### src/rtl/pt_walker_pkg.sv
package pt_walker_pkg;

  localparam int unsigned VA_W    = 32;
  localparam int unsigned ENT_W   = 32;
  localparam int unsigned OFF_W   = 12;
  localparam int unsigned IDX_W   = 10;
  localparam int unsigned FRAME_W = VA_W - OFF_W;
  localparam int unsigned BIG_W   = VA_W - OFF_W - IDX_W;

  localparam int unsigned BIT_PRES  = 0;
  localparam int unsigned BIT_WROK  = 1;
  localparam int unsigned BIT_USROK = 2;
  localparam int unsigned BIT_ACC   = 5;
  localparam int unsigned BIT_DIRTY = 6;
  localparam int unsigned BIT_BIG   = 6;

  typedef enum logic [2:0] {
    WS_IDLE    = 3'd0,
    WS_RD_DIR  = 3'd1,
    WS_WB_DIR  = 3'd2,
    WS_RD_LEAF = 3'd3,
    WS_WB_LEAF = 3'd4
  } walk_state_t;

  function automatic logic [VA_W-1:0] dir_slot_addr(input logic [FRAME_W-1:0] base_frame,
                                                    input logic [VA_W-1:0] va);
    return {base_frame, va[VA_W-1 -: IDX_W], 2'b00};
  endfunction

  function automatic logic [VA_W-1:0] leaf_slot_addr(input logic [FRAME_W-1:0] tbl_frame,
                                                     input logic [VA_W-1:0] va);
    return {tbl_frame, va[OFF_W +: IDX_W], 2'b00};
  endfunction

  function automatic logic [VA_W-1:0] small_paddr(input logic [ENT_W-1:0] ent,
                                                  input logic [VA_W-1:0] va);
    return {ent[ENT_W-1 -: FRAME_W], va[OFF_W-1:0]};
  endfunction

  function automatic logic [VA_W-1:0] large_paddr(input logic [ENT_W-1:0] ent,
                                                  input logic [VA_W-1:0] va);
    return {ent[ENT_W-1 -: BIG_W], va[OFF_W+IDX_W-1:0]};
  endfunction

  function automatic logic access_ok(input logic [ENT_W-1:0] ent, input logic wr,
                                     input logic usr);
    return !(wr && !ent[BIT_WROK]) && !(usr && !ent[BIT_USROK]);
  endfunction

  function automatic logic [ENT_W-1:0] mark_entry(input logic [ENT_W-1:0] ent,
                                                  input logic wr, input logic leaf);
    logic [ENT_W-1:0] r;
    r = ent;
    r[BIT_ACC] = 1'b1;
    if (leaf && wr) r[BIT_DIRTY] = 1'b1;
    return r;
  endfunction

endpackage

### src/rtl/pt_entry_eval.sv
module pt_entry_eval
  import pt_walker_pkg::*;
(
  input  logic [ENT_W-1:0] entry,
  input  logic             is_leaf,
  input  logic             acc_write,
  input  logic             acc_user,
  output logic             present,
  output logic             allowed,
  output logic             big_page,
  output logic             changed,
  output logic [ENT_W-1:0] marked
);

  always_comb begin
    present  = entry[BIT_PRES];
    allowed  = access_ok(entry, acc_write, acc_user);
    big_page = !is_leaf && entry[BIT_BIG];
    marked   = mark_entry(entry, acc_write, is_leaf);
    changed  = (marked != entry);
  end

endmodule

### src/rtl/pt_port_drive.sv
module pt_port_drive
  import pt_walker_pkg::*;
(
  input  walk_state_t        state,
  input  logic [VA_W-1:0]    va,
  input  logic [FRAME_W-1:0] base_frame,
  input  logic [FRAME_W-1:0] tbl_frame,
  input  logic [ENT_W-1:0]   wb_value,
  output logic               req,
  output logic               we,
  output logic [VA_W-1:0]    addr,
  output logic [ENT_W-1:0]   wdata
);

  logic at_dir;

  always_comb begin
    at_dir = (state == WS_RD_DIR) || (state == WS_WB_DIR);
    req    = (state != WS_IDLE);
    we     = (state == WS_WB_DIR) || (state == WS_WB_LEAF);
    addr   = at_dir ? dir_slot_addr(base_frame, va) : leaf_slot_addr(tbl_frame, va);
    wdata  = wb_value;
  end

endmodule

### src/rtl/pt_walker.sv
module pt_walker
  import pt_walker_pkg::*;
(
  input  logic               clk,
  input  logic               rst_n,
  input  logic               req_valid,
  input  logic [VA_W-1:0]    req_vaddr,
  input  logic               req_write,
  input  logic               req_user,
  input  logic [VA_W-1:0]    dir_base,
  output logic               busy,
  output logic               done,
  output logic               fault,
  output logic [VA_W-1:0]    res_paddr,
  output logic [FRAME_W-1:0] res_ppn,
  output logic [VA_W-1:0]    flt_vaddr,
  output logic               flt_not_present,
  output logic               flt_write,
  output logic               flt_user,
  output logic               mem_req,
  output logic               mem_we,
  output logic [VA_W-1:0]    mem_addr,
  output logic [ENT_W-1:0]   mem_wdata,
  input  logic               mem_ack,
  input  logic [ENT_W-1:0]   mem_rdata
);

  walk_state_t        state_q;
  logic [VA_W-1:0]    va_q;
  logic               wr_q, usr_q;
  logic [FRAME_W-1:0] base_q, tbl_q;
  logic [ENT_W-1:0]   orig_q, upd_q;
  logic               large_q;
  logic [VA_W-1:0]    paddr_q;
  logic               done_q, fault_q, np_q;

  // evaluation of the entry arriving on the memory port
  logic             e_present, e_allowed, e_big, e_changed;
  logic [ENT_W-1:0] e_marked;
  logic             at_leaf;

  // named events for the checker
  logic ev_accept, ev_rd_done, ev_wb_done, ev_leaf_rd, ev_entry_ok;

  assign at_leaf     = (state_q == WS_RD_LEAF);
  assign ev_accept   = (state_q == WS_IDLE) && req_valid;
  assign ev_rd_done  = mem_ack && ((state_q == WS_RD_DIR) || (state_q == WS_RD_LEAF));
  assign ev_wb_done  = mem_ack && ((state_q == WS_WB_DIR) || (state_q == WS_WB_LEAF));
  assign ev_leaf_rd  = (state_q == WS_RD_LEAF);
  assign ev_entry_ok = ev_rd_done && e_present && e_allowed;

  pt_entry_eval u_eval (
    .entry     (mem_rdata),
    .is_leaf   (at_leaf),
    .acc_write (wr_q),
    .acc_user  (usr_q),
    .present   (e_present),
    .allowed   (e_allowed),
    .big_page  (e_big),
    .changed   (e_changed),
    .marked    (e_marked)
  );

  pt_port_drive u_port (
    .state      (state_q),
    .va         (va_q),
    .base_frame (base_q),
    .tbl_frame  (tbl_q),
    .wb_value   (upd_q),
    .req        (mem_req),
    .we         (mem_we),
    .addr       (mem_addr),
    .wdata      (mem_wdata)
  );

  always_ff @(posedge clk) begin
    if (!rst_n) begin
      state_q <= WS_IDLE;
      va_q    <= '0;
      wr_q    <= 1'b0;
      usr_q   <= 1'b0;
      base_q  <= '0;
      tbl_q   <= '0;
      orig_q  <= '0;
      upd_q   <= '0;
      large_q <= 1'b0;
      paddr_q <= '0;
      done_q  <= 1'b0;
      fault_q <= 1'b0;
      np_q    <= 1'b0;
    end else begin
      done_q  <= 1'b0;
      fault_q <= 1'b0;
      unique case (state_q)
        WS_IDLE: begin
          if (ev_accept) begin
            va_q    <= req_vaddr;
            wr_q    <= req_write;
            usr_q   <= req_user;
            base_q  <= dir_base[VA_W-1:OFF_W];
            large_q <= 1'b0;
            state_q <= WS_RD_DIR;
          end
        end
        WS_RD_DIR, WS_RD_LEAF: begin
          if (mem_ack) begin
            if (!e_present || !e_allowed) begin
              fault_q <= 1'b1;
              np_q    <= !e_present;
              state_q <= WS_IDLE;
            end else begin
              orig_q <= mem_rdata;
              upd_q  <= e_marked;
              if (!at_leaf) begin
                tbl_q   <= mem_rdata[ENT_W-1 -: FRAME_W];
                large_q <= e_big;
                paddr_q <= large_paddr(mem_rdata, va_q);
                if (e_changed)  state_q <= WS_WB_DIR;
                else if (e_big) begin
                  done_q  <= 1'b1;
                  state_q <= WS_IDLE;
                end else        state_q <= WS_RD_LEAF;
              end else begin
                paddr_q <= small_paddr(mem_rdata, va_q);
                if (e_changed) state_q <= WS_WB_LEAF;
                else begin
                  done_q  <= 1'b1;
                  state_q <= WS_IDLE;
                end
              end
            end
          end
        end
        WS_WB_DIR: begin
          if (mem_ack) begin
            if (large_q) begin
              done_q  <= 1'b1;
              state_q <= WS_IDLE;
            end else state_q <= WS_RD_LEAF;
          end
        end
        WS_WB_LEAF: begin
          if (mem_ack) begin
            done_q  <= 1'b1;
            state_q <= WS_IDLE;
          end
        end
        default: state_q <= WS_IDLE;
      endcase
    end
  end

  assign busy            = (state_q != WS_IDLE);
  assign done            = done_q;
  assign fault           = fault_q;
  assign res_paddr       = paddr_q;
  assign res_ppn         = paddr_q[VA_W-1:OFF_W];
  assign flt_vaddr       = va_q;
  assign flt_not_present = np_q;
  assign flt_write       = wr_q;
  assign flt_user        = usr_q;

endmodule

### config.mk
export PLATFORM = sky130hd
export DESIGN_NAME = pt_walker
export DESIGN_NICKNAME = d
export VERILOG_FILES = /design/src/rtl/pt_walker_pkg.sv /design/src/rtl/pt_entry_eval.sv /design/src/rtl/pt_port_drive.sv /design/src/rtl/pt_walker.sv
export SDC_FILE = /design/constraint.sdc
export NUM_CORES = 1
export LEC_CHECK = 0
export BUFFER_PORTS_ARGS = -buffer_cell sky130_fd_sc_hd__buf_4
export CAP_MARGIN = 20
export CORE_MARGIN = 1.5
export CORE_UTILIZATION = 45
export DETAILED_ROUTE_END_ITERATION = 10
export GPL_TIMING_DRIVEN = 0
export HOLD_SLACK_MARGIN = 0.15
export PLACE_DENSITY = 0.77
export SYNTH_ARGS = -nofsm -noshare
export SYNTH_HDL_FRONTEND = slang
export SYNTH_SLANG_ARGS = --single-unit
### constraint.sdc
create_clock -name clk -period 3.08 [get_ports clk]
set_input_delay 0 -clock clk [delete_from_list [all_inputs] [get_ports clk]]
set_output_delay 0 -clock clk [all_outputs]
set_load 0.05 [all_outputs]
# After elaboration in Yosys (flattened, before gate mapping)
# Index checks and enable logic that the tools add are counted.
op_classes:
  n_eq_ne: 11
  n_reduce_logical: 27
  n_shift: 0
  n_lt_le_gt_ge: 0
  muxes: 30
  mul: 0
  div_mod_pow: 0
  n_addsub: 0
  bitwise: 2
op_table:
  columns: ["op", "n"]
  rows:
  - ["32-bit 2-to-1 mux", 1]
  - ["22-bit 2-to-1 mux", 1]
  - ["3-bit 2-to-1 mux", 7]
  - ["1-bit 2-to-1 mux", 15]
  - ["2-bit != test (second input constant)", 6]
  - ["3-bit one-hot mux with 4 select lines", 1]
  - ["3-bit AND reduction", 3]
  - ["4-bit AND reduction", 2]
  - ["1-bit logical NOT", 7]
  - ["3-bit by 2-bit == test with 1-bit output (second input constant)", 2]
  - ["1-bit logical AND", 6]
  - ["2-bit 2-to-1 mux", 3]
  - ["5-bit AND reduction", 1]
  - ["3-bit by 1-bit == test with 1-bit output (second input constant)", 1]
  - ["3-bit == test (second input constant)", 1]
  - ["3-bit logical NOT", 1]
  - ["1-bit logical OR", 3]
  - ["1-bit one-hot mux with 3 select lines", 1]
  - ["3-bit nonzero test", 1]
  - ["2-bit != test", 1]
  - ["1-bit inverter", 2]
  - ["1-bit one-hot mux with 2 select lines", 1]
  - ["2-bit AND reduction", 1]
  - ["2-bit nonzero test", 1]
  - ["2-bit OR reduction", 1]
word_totals:
  word_cells: 82
  mem_bits_rw: 0
  n_memories: 0
  register_bits: 145
  latch_bits: 0
  romBits: 0

# Depth between registers and ports, before layout
# Gate-level depths: netlist of run 1.
logic_depth:
  ltp_word: 9
  mapped_depth: 7

# By module
# Synthesis of run 1 repeated with hierarchy kept, for this count alone.
unflattened:
  cells_unflattened: 807
  area_unflattened_um2: 6716.4
modules_own_cells:
  columns: ["mod", "seq_area_each_um2", "instances", "cells_per_inst", "area_per_inst_um2"]
  rows:
  - ["pt_walker", 2902.8, 1, 694, 5765.5]
  - ["pt_port_drive", 0.0, 1, 73, 664.4]
  - ["pt_entry_eval", 0.0, 1, 40, 286.5]

# Least setup slack after synthesis of run 1
# No wires, ideal clock.
synth_path:
  path_type: "flip-flop to flip-flop"
  from: "reg wr_q, in the netlist flt_write"
  to: "reg upd_q[24]"
  path_slack_ns: 1.222
  arrival_time_ns: 1.787
  period_less_slack_ns: 1.858
  path_stages_with_launch: 7
  cell_sequence: "dfxtp_1 nor2b_1 or4_1 buf_2 buf_6 nand2_1 a21oi_1"
synth_via:
  elab_chain_len: 7
synth_rtl:
  columns: ["element", "line_no", "rtl"]
  rows:
  - ["from (decl)", "pt_walker.sv:30", "logic wr_q, usr_q;"]
  - ["from (signal assigned)", "pt_walker.sv:98", "wr_q <= req_write;"]
  - ["1-bit logical AND", "pt_walker_pkg.sv:47", "return !(wr && !ent[BIT_WROK]) && !(usr && !ent[BIT_USROK]);"]
  - ["1-bit logical NOT", "pt_walker_pkg.sv:47", null]
  - ["1-bit logical AND", "pt_walker_pkg.sv:47", null]
  - ["1-bit logical NOT", "pt_walker.sv:107", "if (!e_present || !e_allowed) begin"]
  - ["1-bit logical OR", "pt_walker.sv:107", null]
  - ["1-bit inverter (no source line)", null, null]
  - ["3-bit AND reduction (no source line)", null, null]
  - ["to (signal assigned)", "pt_walker.sv:113", "upd_q <= e_marked;"]
  - ["to (decl)", "pt_walker.sv:32", "logic [ENT_W-1:0] orig_q, upd_q;"]
# No other way between the ends.
# A chain may end at the register's enable or synchronous reset.

# Final worst setup path of run 1
layout_path:
  from: "reg state_q[0]"
  to: "reg tbl_q[19]"
layout_via:
  elab_chain_len: 3
  elab_cells_between_ends: 5
  classes_between: "eq/ne: 2; bitwise: 1; reduce/logical: 2"
layout_rtl:
  columns: ["element", "line_no", "rtl"]
  rows:
  - ["from (decl)", "pt_walker.sv:28", "walk_state_t state_q;"]
  - ["from (signal assigned)", "pt_walker.sv:78", "state_q <= WS_IDLE;"]
  - ["from (signal assigned)", "pt_walker.sv:102", "state_q <= WS_RD_DIR;"]
  - ["from (signal assigned)", "pt_walker.sv:110", "state_q <= WS_IDLE;"]
  - ["3-bit by 1-bit == test with 1-bit output / 3-bit by 2-bit == test with 1-bit output (equally long branches)", "pt_walker.sv:94, pt_walker.sv:45", null]
  - ["2-bit OR reduction / 1-bit inverter (equally long branches)", null, null]
  - ["4-bit AND reduction (no source line) (*)", null, null]
  - ["to (signal assigned)", "pt_walker.sv:115", "tbl_q <= mem_rdata[ENT_W-1 -: FRAME_W];"]
  - ["to (decl)", "pt_walker.sv:31", "logic [FRAME_W-1:0] base_q, tbl_q;"]
# Mark *: on every way between the ends. The rest lies on a longest branch, timed or not.

==> results of run 1 <==
==> worst min-delay path, delay by kind of cell <==
kind | cells | cell delay [ps]
buf+inv | 2 | 610
compound gates | 1 | 100
simple gates | 1 | 40
==> metrics by stage <==
stage	hold slack, ps	total power, W	std cells	worst slack [ps]
3_5_place_dp	221.7	0.002830	1100	1205
4_1_cts	363.9	0.004861	1223	666.5
6_report	379.2	0.004872	1223	639.7
2_1_floorplan	101.9	0.002498	690	1222
3_3_place_gp	212.8	0.002818	1100	1244
5_1_grt	384.8	0.005040	1223	478.5
==> flip-flops by register name, summed over array words and instances (netlist names) <==
signal and count:
base_q 20, done 1, fault 1, flt_not_present 1, flt_user 1, flt_vaddr 32, flt_write 1, large_q 1
res_paddr 23, state_q 3, tbl_q 20, upd_q 31
==> synth_stat cells, drive strengths merged <==
master and count:
a31oi 1, o311ai 2, nor2b 2, nand2 215, o41ai 2, a21oi 110, o21ai 35, nor4b 1
buf 59, conb 1, nor2 10, mux2 32, nand3b 1, o21bai 1, inv 4, clkbuf 25
mux2i 10, nand3 23, nand2b 4, nor4 1, dfxtp 135, nor3 6, and2 1, o22a 1
or4 1, o211ai 1, nor3b 2, xnor2 1, nand4 1, nand4b 1
==> metal layers <==
metal  track usage  wire (µm)
met5             0          0
met4       0.08724        312
met3       0.07327       1367
met2        0.5097       9833
met1        0.3433       7866
==> how the worst max path moves through the flow <==
stage                                   endpoint  slack, ps
final                     tbl_q[19]$_SDFFE_PN0P_        640
after CTS                 tbl_q[19]$_SDFFE_PN0P_        670
after global placement     tbl_q[4]$_SDFFE_PN0P_       1240
after detailed placement   tbl_q[0]$_SDFFE_PN0P_       1210
after floorplan           upd_q[24]$_SDFFE_PN0P_       1220
after global routing      tbl_q[19]$_SDFFE_PN0P_        480
==> power breakdown <==
part / switching, W / total, W / internal [W]
logic: 0.000624 / 0.00102 / 0.000394
registers: 0.0000606 / 0.00188 / 0.00182
clock network: 0.000768 / 0.00197 / 0.00120
total: 0.00145 / 0.00487 / 0.00342
==> kinds of logic after synthesis <==
kind of cell,Yosys count,synth area share
other,1,0.0006597
buffers and inverters,88,0.09839
XOR/XNOR,1,0.001541
flip-flops,135,0.4755
multiplexers,42,0.08101
AO/OA/AOI/OAI,153,0.1431
AND/OR/NAND/NOR,269,0.1999
==> layout make-up <==
type	count	area share
timing repair buffer	334	0.2973
buffer	84	0.05910
tap	168	0.02283
sequential	135	0.2935
inverter	4	0.001630
clock inverter	12	0.01413
multi-input combinational	467	0.2635
clock buffer	19	0.04810
==> results.txt, run 1 <==
----------------------------------------------------
[Status]
  Status ... completed

[Die]
  Horizontal extent of the die ... 115.4 µm
  Die height ... 115.4 µm
  Initial cell density of the core ... 0.4674
  I/O pin cnt ... 258
  Die ar. ... 13310 µm²
  FP Rows ... 40
  Area inside the core boundary ... 12160 µm²

[Timing]
  Clock skew ... 8.160 ps
  Slew HR ... 0.5132
  Pins Over Slew Limit ... 0
  Period utilization ... 0.7923
  # setup viols final ... 0
  Final Hold Violating Endpoints ... 0
  Clock period minus final worst setup slack ... 2440 ps
  Highest Clock Rate ... 0.4098 GHz
  Transition at the pin with the smallest max-transition slack ... 724.8 ps
  Unrepaired setup endpoints after global routing ... false
  Sum of negative setup slack ... 0 ps

[Placement]
  Number of buffers added on ports ... 242
  Total placed instance area ... 7715 µm²
  HPWL after DPL ... 13150 µm
  Placer's final routability congestion estimate ... 0.8479

[Critical path]
  Depth of the most critical reg-to-reg path ... 6
  Largest stage delay, worst path ... 560 ps
  Cell with the largest stage delay on the worst path ... dlygate4sd3_1
  CP Data Arrival Time ... 2740 ps
  Crit path depth ... 6
  Buffering stage count on the worst path with inverters included ... 3
  Crit Path Max Fanout ... 10
  Data required time of the worst path ... 3380 ps
  CP startpoint kind ... flip-flop
  Critical Setup Path Class ... reg2reg
  End of the worst register-to-register path ... tbl_q[19]$_SDFFE_PN0P_
  Reg-to-reg setup timing slack ... 640 ps
  Reg2reg start ... state_q[0]$_SDFFE_PN0P_
  Sequence of cells on the critical path ... buf_2 > nor3b_1 > nor4b_4 > clkbuf_2 > o21ai_0 > dlygate4sd3_1
  Crit path capture type ... flip-flop
  Cell family with most CP delay ... buffers and inverters
  Setup crit start ... state_q[0]$_SDFFE_PN0P_

[Synthesis]
  Cell type contributing the most total cell area after synthesis ... dfxtp_1
  Synthesized netlist cell count ... 689
  Yosys warning total ... 0
  Synth top area cells ... dfxtp_1 48%, nand2_1 14%, a21oi_1 9.2%
  Post-synthesis cell area ... 5684 µm²
  Top cell type's share of synthesized area ... 0.4755
  Number of flip-flops and latches in the synthesized netlist ... 135
  Synth Area per Inst ... 8.250 µm²
  Number of different library cells in the post-synthesis netlist ... 37
  Register area share after synthesis ... 0.4755

[Final layout]
  Layout cell share with drive strength beyond 1 ... 0.3555
  Layout Area Growth over Synthesis ... 62.01%
  Register area ... 2703 µm²
  Antenna cells ... 0
  Multi-input logic area ... 2426 µm²
  Leading cell type in the layout, fill and taps excluded ... buf_4
  Cell area after layout ... 9209 µm²
  Count of filler cells inserted in the layout ... 881
  Final core occ ... 0.7572
  Net count reported at finish ... 1145
  Most used cells in the layout excluding fill and tap cells ... 278 x buf_4, 215 x nand2_1, 135 x dfxtp_1

[Clock tree]
  Hold Buf Count CTS ... 92
  CTS sink count ... 135
  Post-CTS Setup Bufs ... 0
  Clock Tree Buf Depth ... 2
  Clock H-tree levels ... 4
  Clock Tree Root ... clkbuf_16
  Cts repair resizes ... 0
  TritonCTS clock tree ... built
  Register clock-pin slew on the reported worst setup and hold paths ... 60 ps
  TritonCTS Buffers ... 17
  Insertion delay of the later-clocked pin in the worst-skew pair ... 410 ps

[Detailed routing]
  Residual DRC ... 0
  Average routed wire per standard cell ... 15.85 µm
  Detail Route Antenna Nets ... 0
  Number of iterations in the first detailed-routing pass ... 5
  Total wire length after detailed routing ... 19380 µm
  Number of DRC markers after the initial detailed-route iteration ... 434
  Total via count after detailed routing ... 6142
  Via-to-Cell Ratio ... 5.022

[Worst hold path]
  Hold Path Class ... in2reg
  Worst hold endpoint ... base_q[14]$_SDFFE_PN0P_
  Min-delay src ... dir_base[26]
  Worst Hold Path Cells ... 4

[Global route]
  Leftover overflow at the end of global routing ... 0
  Via count of the first global-routing pass ... 5820
  First-pass GRT wire length ... 29410 µm
  GR Util All Layers ... 0.2881
  Antenna violations before repair ... 0
  Largest net degree at the start of global routing ... 17

[Pwr]
  Power per Cell Area ... 529.1 nW/µm²
  Maximum ir drop on the vdd rail ... 311.4 µV
  P_leak ... 4.108 nW

[Flow run]
  Number of maximum-capacitance constraint violations ... 0

----------------------------------------------------
Power figures use the tool's default switching activity.
==> inputs of run 2 (changes only) <==
- CORE_UTILIZATION: 45 -> 42
- PLACE_DENSITY: 0.77 -> 0.76
- clock period: 3.08 -> 2.2 ns (I/O delays scaled with it)
==> run 2 against run 1 <==
Against the previous run:
- worst setup slack got worse by 520 ps
- first-iteration DRC count fell by 4.4%
- worst hold slack got worse by 8.7 ps
- via count barely moved
- sequential share of layout area barely moved
- critical endpoint is now mem_addr[11]
- highest routed layer unchanged
==> results.txt, run 2 (synthesized netlist as in run 1, its figures left out) <==
----------------------------------------------------
[Status]
  Status ... completed

[Clock tree]
  Clock H-tree levels ... 4
  TritonCTS Buffers ... 17
  Clock Tree Root ... clkbuf_16
  CTS sink count ... 135
  TritonCTS clock tree ... built
  Register clock-pin slew on the reported worst setup and hold paths ... 60 ps
  Insertion delay of the later-clocked pin in the worst-skew pair ... 420 ps
  Clock Tree Buf Depth ... 2

[Pwr]
  Relative contribution of combinational cells to total power ... 0.210
  Net load switching power ... 0.001985 W
  Power per Cell Area ... 739.4 nW/µm²
  Fraction of power consumed by the clock network ... 0.403
  Maximum ir drop on the vdd rail ... 439.7 µV
  Proportion of total power due to net switching ... 0.2915
  P_leak ... 4.108 nW
  Internal Pwr Total ... 0.004825 W
  Part of the power in registers ... 0.387

[Timing]
  Highest Clock Rate ... 0.4801 GHz
  Period utilization ... 0.9468
  Pins Over Slew Limit ... 0
  # setup viols final ... 0
  Slew HR ... 0.4640
  Final Hold Violating Endpoints ... 0
  Clock period minus final worst setup slack ... 2083 ps
  Clock skew ... 4.267 ps
  Transition at the pin with the smallest max-transition slack ... 798.0 ps
  Unrepaired setup endpoints after global routing ... true

[Final layout]
  Cell area after layout ... 9210 µm²
  Leading cell type in the layout, fill and taps excluded ... buf_4
  Antenna cells ... 0
  Most used cells in the layout excluding fill and tap cells ... 278 x buf_4, 215 x nand2_1, 135 x dfxtp_1
  Fin cells ... 1229
  Count of filler cells inserted in the layout ... 1052
  Flip-flop count of the largest register, all copies and words added ... 32
  Net count reported at finish ... 1143
  Layout cell share with drive strength beyond 1 ... 0.3561
  Layout Area Growth over Synthesis ... 62.03%

[Global route]
  Antenna violations before repair ... 0
  GR Util All Layers ... 0.2721
  First-pass GRT wire length ... 30060 µm
  Via count of the first global-routing pass ... 5984
  Leftover overflow at the end of global routing ... 0
  Largest net degree at the start of global routing ... 17

[Placement]
  Total placed instance area ... 7725 µm²
  Placer's final routability congestion estimate ... 0.8160
  Number of placed cells counting well taps ... 1108
  HPWL after DPL ... 13310 µm
  Number of buffers added on ports ... 242

[Detailed routing]
  Number of iterations in the first detailed-routing pass ... 5
  Total wire length after detailed routing ... 19710 µm
  Number of DRC markers after the initial detailed-route iteration ... 415
  Detail Route Antenna Nets ... 0
  Average routed wire per standard cell ... 16.04 µm
  Residual DRC ... 0
  Via-to-Cell Ratio ... 5.002
  Total via count after detailed routing ... 6148

[Die]
  Die ar. ... 14240 µm²
  Horizontal extent of the die ... 119.3 µm
  Area inside the core boundary ... 13240 µm²
  I/O pin cnt ... 258
  Initial cell density of the core ... 0.4292
  FP Rows ... 42
  Die height ... 119.3 µm

[Worst hold path]
  Hold Path Class ... in2reg

[Critical path]
  Data required time of the worst path ... 2200 ps
  Crit path capture type ... primary output
  CP Data Arrival Time ... 2080 ps
  Reg-to-reg setup timing slack ... 260 ps
  Crit Path Max Fanout ... 10
  Critical Setup Path Class ... reg2out
  CP startpoint kind ... flip-flop

[Flow run]
  Number of maximum-capacitance constraint violations ... 0

----------------------------------------------------
run 2: through the flow:
| stage | setup slack (ps) | hold WS, ps | utilization | setup TNS, ps | power (W) |
|---|---|---|---|---|---|
| after floorplan | 342.0 | 101.9 | - | 0 | 0.003497 |
| after global placement | 313.9 | 208.7 | 0.5833 | 0 | 0.003951 |
| after detailed placement | 278.7 | 219.3 | 0.5833 | 0 | 0.003965 |
| after CTS | 19.22 | 351.7 | 0.6951 | 0 | 0.006831 |
| after global routing | -24.27 | 390.0 | 0.6955 | -248.6 | 0.007044 |
| final | 117.1 | 370.5 | 0.6955 | 0 | 0.006810 |
run 2: critical path, cell delays in order, from the launching register on:
cell and delay [ps]:
dfxtp_1 320, buf_2 210, xnor2_1 90, nor2_1 170
buf_2 290, mux2_2 390, buf_4 190
run 2: final cells by class:
| type | instances | area, µm² | share of cell area |
|---|---|---|---|
| buffer | 84 | 549.3 | 0.05964 |
| clock buffer | 24 | 511.7 | 0.05556 |
| clock inverter | 7 | 67.56 | 0.007336 |
| inverter | 4 | 15.01 | 0.001630 |
| multi-input combinational | 467 | 2426 | 0.2634 |
| sequential | 135 | 2703 | 0.2934 |
| tap | 176 | 220.2 | 0.02391 |
| timing repair buffer | 332 | 2718 | 0.2951 |
run 2: power by group through the flow:
stage	sequential, W	clock [W]	combinational [W]
after floorplan	0.00289	0	0.000605
after global placement	0.00268	0	0.00127
after detailed placement	0.00268	0	0.00128
after CTS	0.00263	0.00278	0.00142
after global routing	0.00264	0.00289	0.00151
final	0.00263	0.00275	0.00143
run 2: timing repair:
item | in CTS | in global routing
hold endpoints to repair | 121 | 0
setup buffers | 0 | 0
setup endpoints to repair | 0 | 29
hold buffers | 90 | 0
gates resized for setup | 0 | 2
run 2: routing by layer:
metal	vias to the layer above	wire, µm	track usage
met4	0	487	0.1176
met2	305	9872	0.4855
li1	2962	-	-
met3	38	1406	0.06849
met1	2843	7943	0.3070
met5	-	0	0
run 2: worst paths after layout:
kind / from / end / depth (start not counted)
worst min register to register: tbl_q[6]$_SDFFE_PN0P_ / tbl_q[6]$_SDFFE_PN0P_ / 2
worst max-delay path: state_q[1]$_SDFFE_PN0P_ / mem_addr[11] / 6
worst max register to register: state_q[2]$_SDFFE_PN0P_ / upd_q[16]$_SDFFE_PN0P_ / 6
worst min-delay path: req_vaddr[19] / flt_vaddr[19]$_SDFFE_PN0P_ / 4
==> inputs of run 3 (changes only) <==
- CORE_UTILIZATION: 42 -> 45
- PLACE_DENSITY: 0.76 -> 0.77
- SYNTH_HIERARCHICAL: default -> 1
==> run 3 against run 2 <==
Against the previous run:
- via count grew 16%
- routed wire length grew 23%
- register-to-register slack lost 50 ps
- power grew 19%
- largest cell class unchanged
- design area grew 12%
- worst hold slack lost 2.4 ps
- final cell count grew 10%
==> results.txt, run 3 <==
----------------------------------------------------
[Timing]
  Transition at the pin with the smallest max-transition slack ... 695.2 ps
  PnR worst setup slack ... 201.6 ps
  Clock skew ... 4.867 ps
  # setup viols final ... 0
  Period utilization ... 0.9084
  Pins Over Slew Limit ... 0
  Final Hold Violating Endpoints ... 0
  Highest Clock Rate ... 0.5004 GHz
  Sum of negative setup slack ... 0 ps
  Clock period minus final worst setup slack ... 1998 ps
  Slew HR ... 0.5365
  Unrepaired setup endpoints after global routing ... false

[Clock tree]
  Clock Tree Root ... clkbuf_16
  TritonCTS Buffers ... 17
  Clock Tree Buf Depth ... 2
  Clock H-tree levels ... 4
  CTS sink count ... 145
  TritonCTS clock tree ... built
  Register clock-pin slew on the reported worst setup and hold paths ... 60 ps
  Insertion delay of the later-clocked pin in the worst-skew pair ... 420 ps

[Detailed routing]
  Via-to-Cell Ratio ... 5.251
  Total wire length after detailed routing ... 24190 µm
  Metal1 wirelength ... 9585 µm
  Detail Route Antenna Nets ... 0
  Top layer reached by signal wires ... met4
  Length of routed met3 wiring ... 1917 µm
  Number of iterations in the first detailed-routing pass ... 5
  Met2 Routed Length ... 11990 µm
  Residual DRC ... 0
  Average routed wire per standard cell ... 17.84 µm
  Number of DRC markers after the initial detailed-route iteration ... 485
  Total via count after detailed routing ... 7121

[Critical path]
  Sequence of cells on the critical path ... xnor2_1 > nor2_2 > buf_6 > mux2_2 > buf_4
  CP startpoint kind ... flip-flop
  CP Data Arrival Time ... 2000 ps
  Buffering stage count on the worst path with inverters included ... 2
  Critical Setup Path Class ... reg2out
  Crit Path Max Fanout ... 10
  Crit path capture type ... primary output
  Cell with the largest stage delay on the worst path ... dfxtp_2
  Largest stage delay, worst path ... 440 ps
  Cell family with most CP delay ... flip-flops
  Data required time of the worst path ... 2200 ps

[Synthesis]
  List of most frequent post-synthesis cells ... 145 x dfxtp_1, 140 x a21oi_1, 112 x nand2_1, 86 x buf_4, 79 x o21ai_0
  Synth Area per Inst ... 8.323 µm²
  Fraction of registers with async set/reset ... 0
  Top cell type's share of synthesized area ... 0.4322
  Number of different library cells in the post-synthesis netlist ... 44
  Synthesized netlist cell count ... 807
  Post-synthesis cell area ... 6716 µm²
  Dominant register cell in the synthesized netlist ... dfxtp_1
  Cell type contributing the most total cell area after synthesis ... dfxtp_1
  Number of synthesized flops with an enable pin ... 0
  Number of flip-flops and latches in the synthesized netlist ... 145
  Register area share after synthesis ... 0.4322
  Synth top area cells ... dfxtp_1 43%, a21oi_1 10%, buf_4 9.6%
  Yosys warning total ... 6
  Dominant cell by count in the synthesized netlist ... dfxtp_1

[Placement]
  HPWL after DPL ... 16950 µm
  Number of placed cells counting well taps ... 1226
  Number of buffers added on ports ... 234
  Placer's final routability congestion estimate ... 0.8869
  Place WS ... 99.21 ps

[Die]
  Area inside the core boundary ... 14530 µm²
  Horizontal extent of the die ... 125.2 µm
  Die height ... 125.2 µm
  Initial cell density of the core ... 0.4621
  I/O pin cnt ... 258
  FP Rows ... 44
  Die ar. ... 15670 µm²

[Final layout]
  Net count reported at finish ... 1261
  Layout Area Growth over Synthesis ... 53.24%
  Layout cell share with drive strength beyond 1 ... 0.3626
  Leading cell type in the layout, fill and taps excluded ... buf_4
  Most used cells in the layout excluding fill and tap cells ... 324 x buf_4, 144 x dfxtp_1, 140 x a21oi_1
  Antenna cells ... 0
  Fin cells ... 1356

[Global route]
  Largest net degree at the start of global routing ... 17
  GR Util All Layers ... 0.3015
  Leftover overflow at the end of global routing ... 0
  First-pass GRT wire length ... 37120 µm
  Antenna violations before repair ... 0
  Via count of the first global-routing pass ... 6993

[Pwr]
  P_leak ... 4.474 nW
  Maximum ir drop on the vdd rail ... 550.3 µV
  Power per Cell Area ... 784.7 nW/µm²

[Worst hold path]
  Hold Path Class ... in2reg

[Status]
  Status ... completed

[Flow run]
  Number of maximum-capacitance constraint violations ... 0

----------------------------------------------------
==> run 3: final timing paths <==
kind	from	end	slack, ps	cells past startpoint
worst max-delay path	state_q[0]$_SDFFE_PN0P_	mem_addr[7]	200	5
worst min-delay path	req_vaddr[28]	flt_vaddr[28]$_SDFFE_PN0P_	370	4
worst max register to register	state_q[2]$_SDFFE_PN0P_	tbl_q[13]$_SDFFE_PN0P_	210	5
worst min register to register	base_q[18]$_SDFFE_PN0P_	base_q[18]$_SDFFE_PN0P_	450	2
==> run 3: stage by stage <==
step	cell area [µm²]	power, W	hold WS [ps]	utilization
after global placement	8707	0.004936	248.2	0.5991
final	10290	0.008076	368.1	0.7082
after floorplan	6720	0.004287	136.0	-
after global routing	10290	0.008336	374.9	0.7082
after detailed placement	8707	0.004952	254.8	0.5991
after CTS	10250	0.008029	358.3	0.7055
==> run 3: power breakdown <==
part | internal [W] | leakage (nW) | switching (W) | total (W)
clock | 0.00186 | 0.298 | 0.00112 | 0.00298
combinational | 0.000836 | 3.00 | 0.00136 | 0.00219
sequential | 0.00277 | 1.18 | 0.000129 | 0.00290
==> run 3: per-layer routing <==
| layer | vias up | GRT usage |
|---|---|---|
| met5 | - | 0 |
| met4 | 0 | 0.1190 |
| met3 | 50 | 0.07403 |
| met2 | 344 | 0.5223 |
| met1 | 3335 | 0.3591 |
| li1 | 3392 | - |
==> run 3: cell type report <==
cell class / instances / area [µm²]
clock inverters: 11 / 135.1
multi-input cells: 502 / 2743
clock buffers: 21 / 470.5
plain buffers: 157 / 1067
well taps: 184 / 230.2
repair buffers: 332 / 2728
fillers: 1115 / 4242
inverters: 4 / 15.01
flip-flops and latches: 145 / 2904
==> run 3: cells by family (layout without fill, tap and decap cells) <==
group                     after synthesis  in the layout  synth area share
AOI/OAI and AO/OA                     240            240            0.1872
xor gates and xnor gates                2              2          0.002609
buffers and inverters                 161            525            0.1608
DFF                                   145            145            0.4322
muxes                                  40             40           0.06520
other                                   2              3          0.001118
and+or+nand+nor                       217            217            0.1509
==> run 3: repair_timing <==
item,CTS,global route
endpoints found under the setup margin,0,59
endpoints found under the hold margin,131,0
buffers inserted,0,4
gates resized for setup,0,5
hold buffers,94,0
==> run 3: tightest hold or removal path: cells and delay by family <==
| family | cells | cell delay (ps) |
|---|---|---|
| AOI/OAI and AO/OA | 1 | 110 |
| and+or+nand+nor | 1 | 40 |
| buffers and inverters | 2 | 610 |
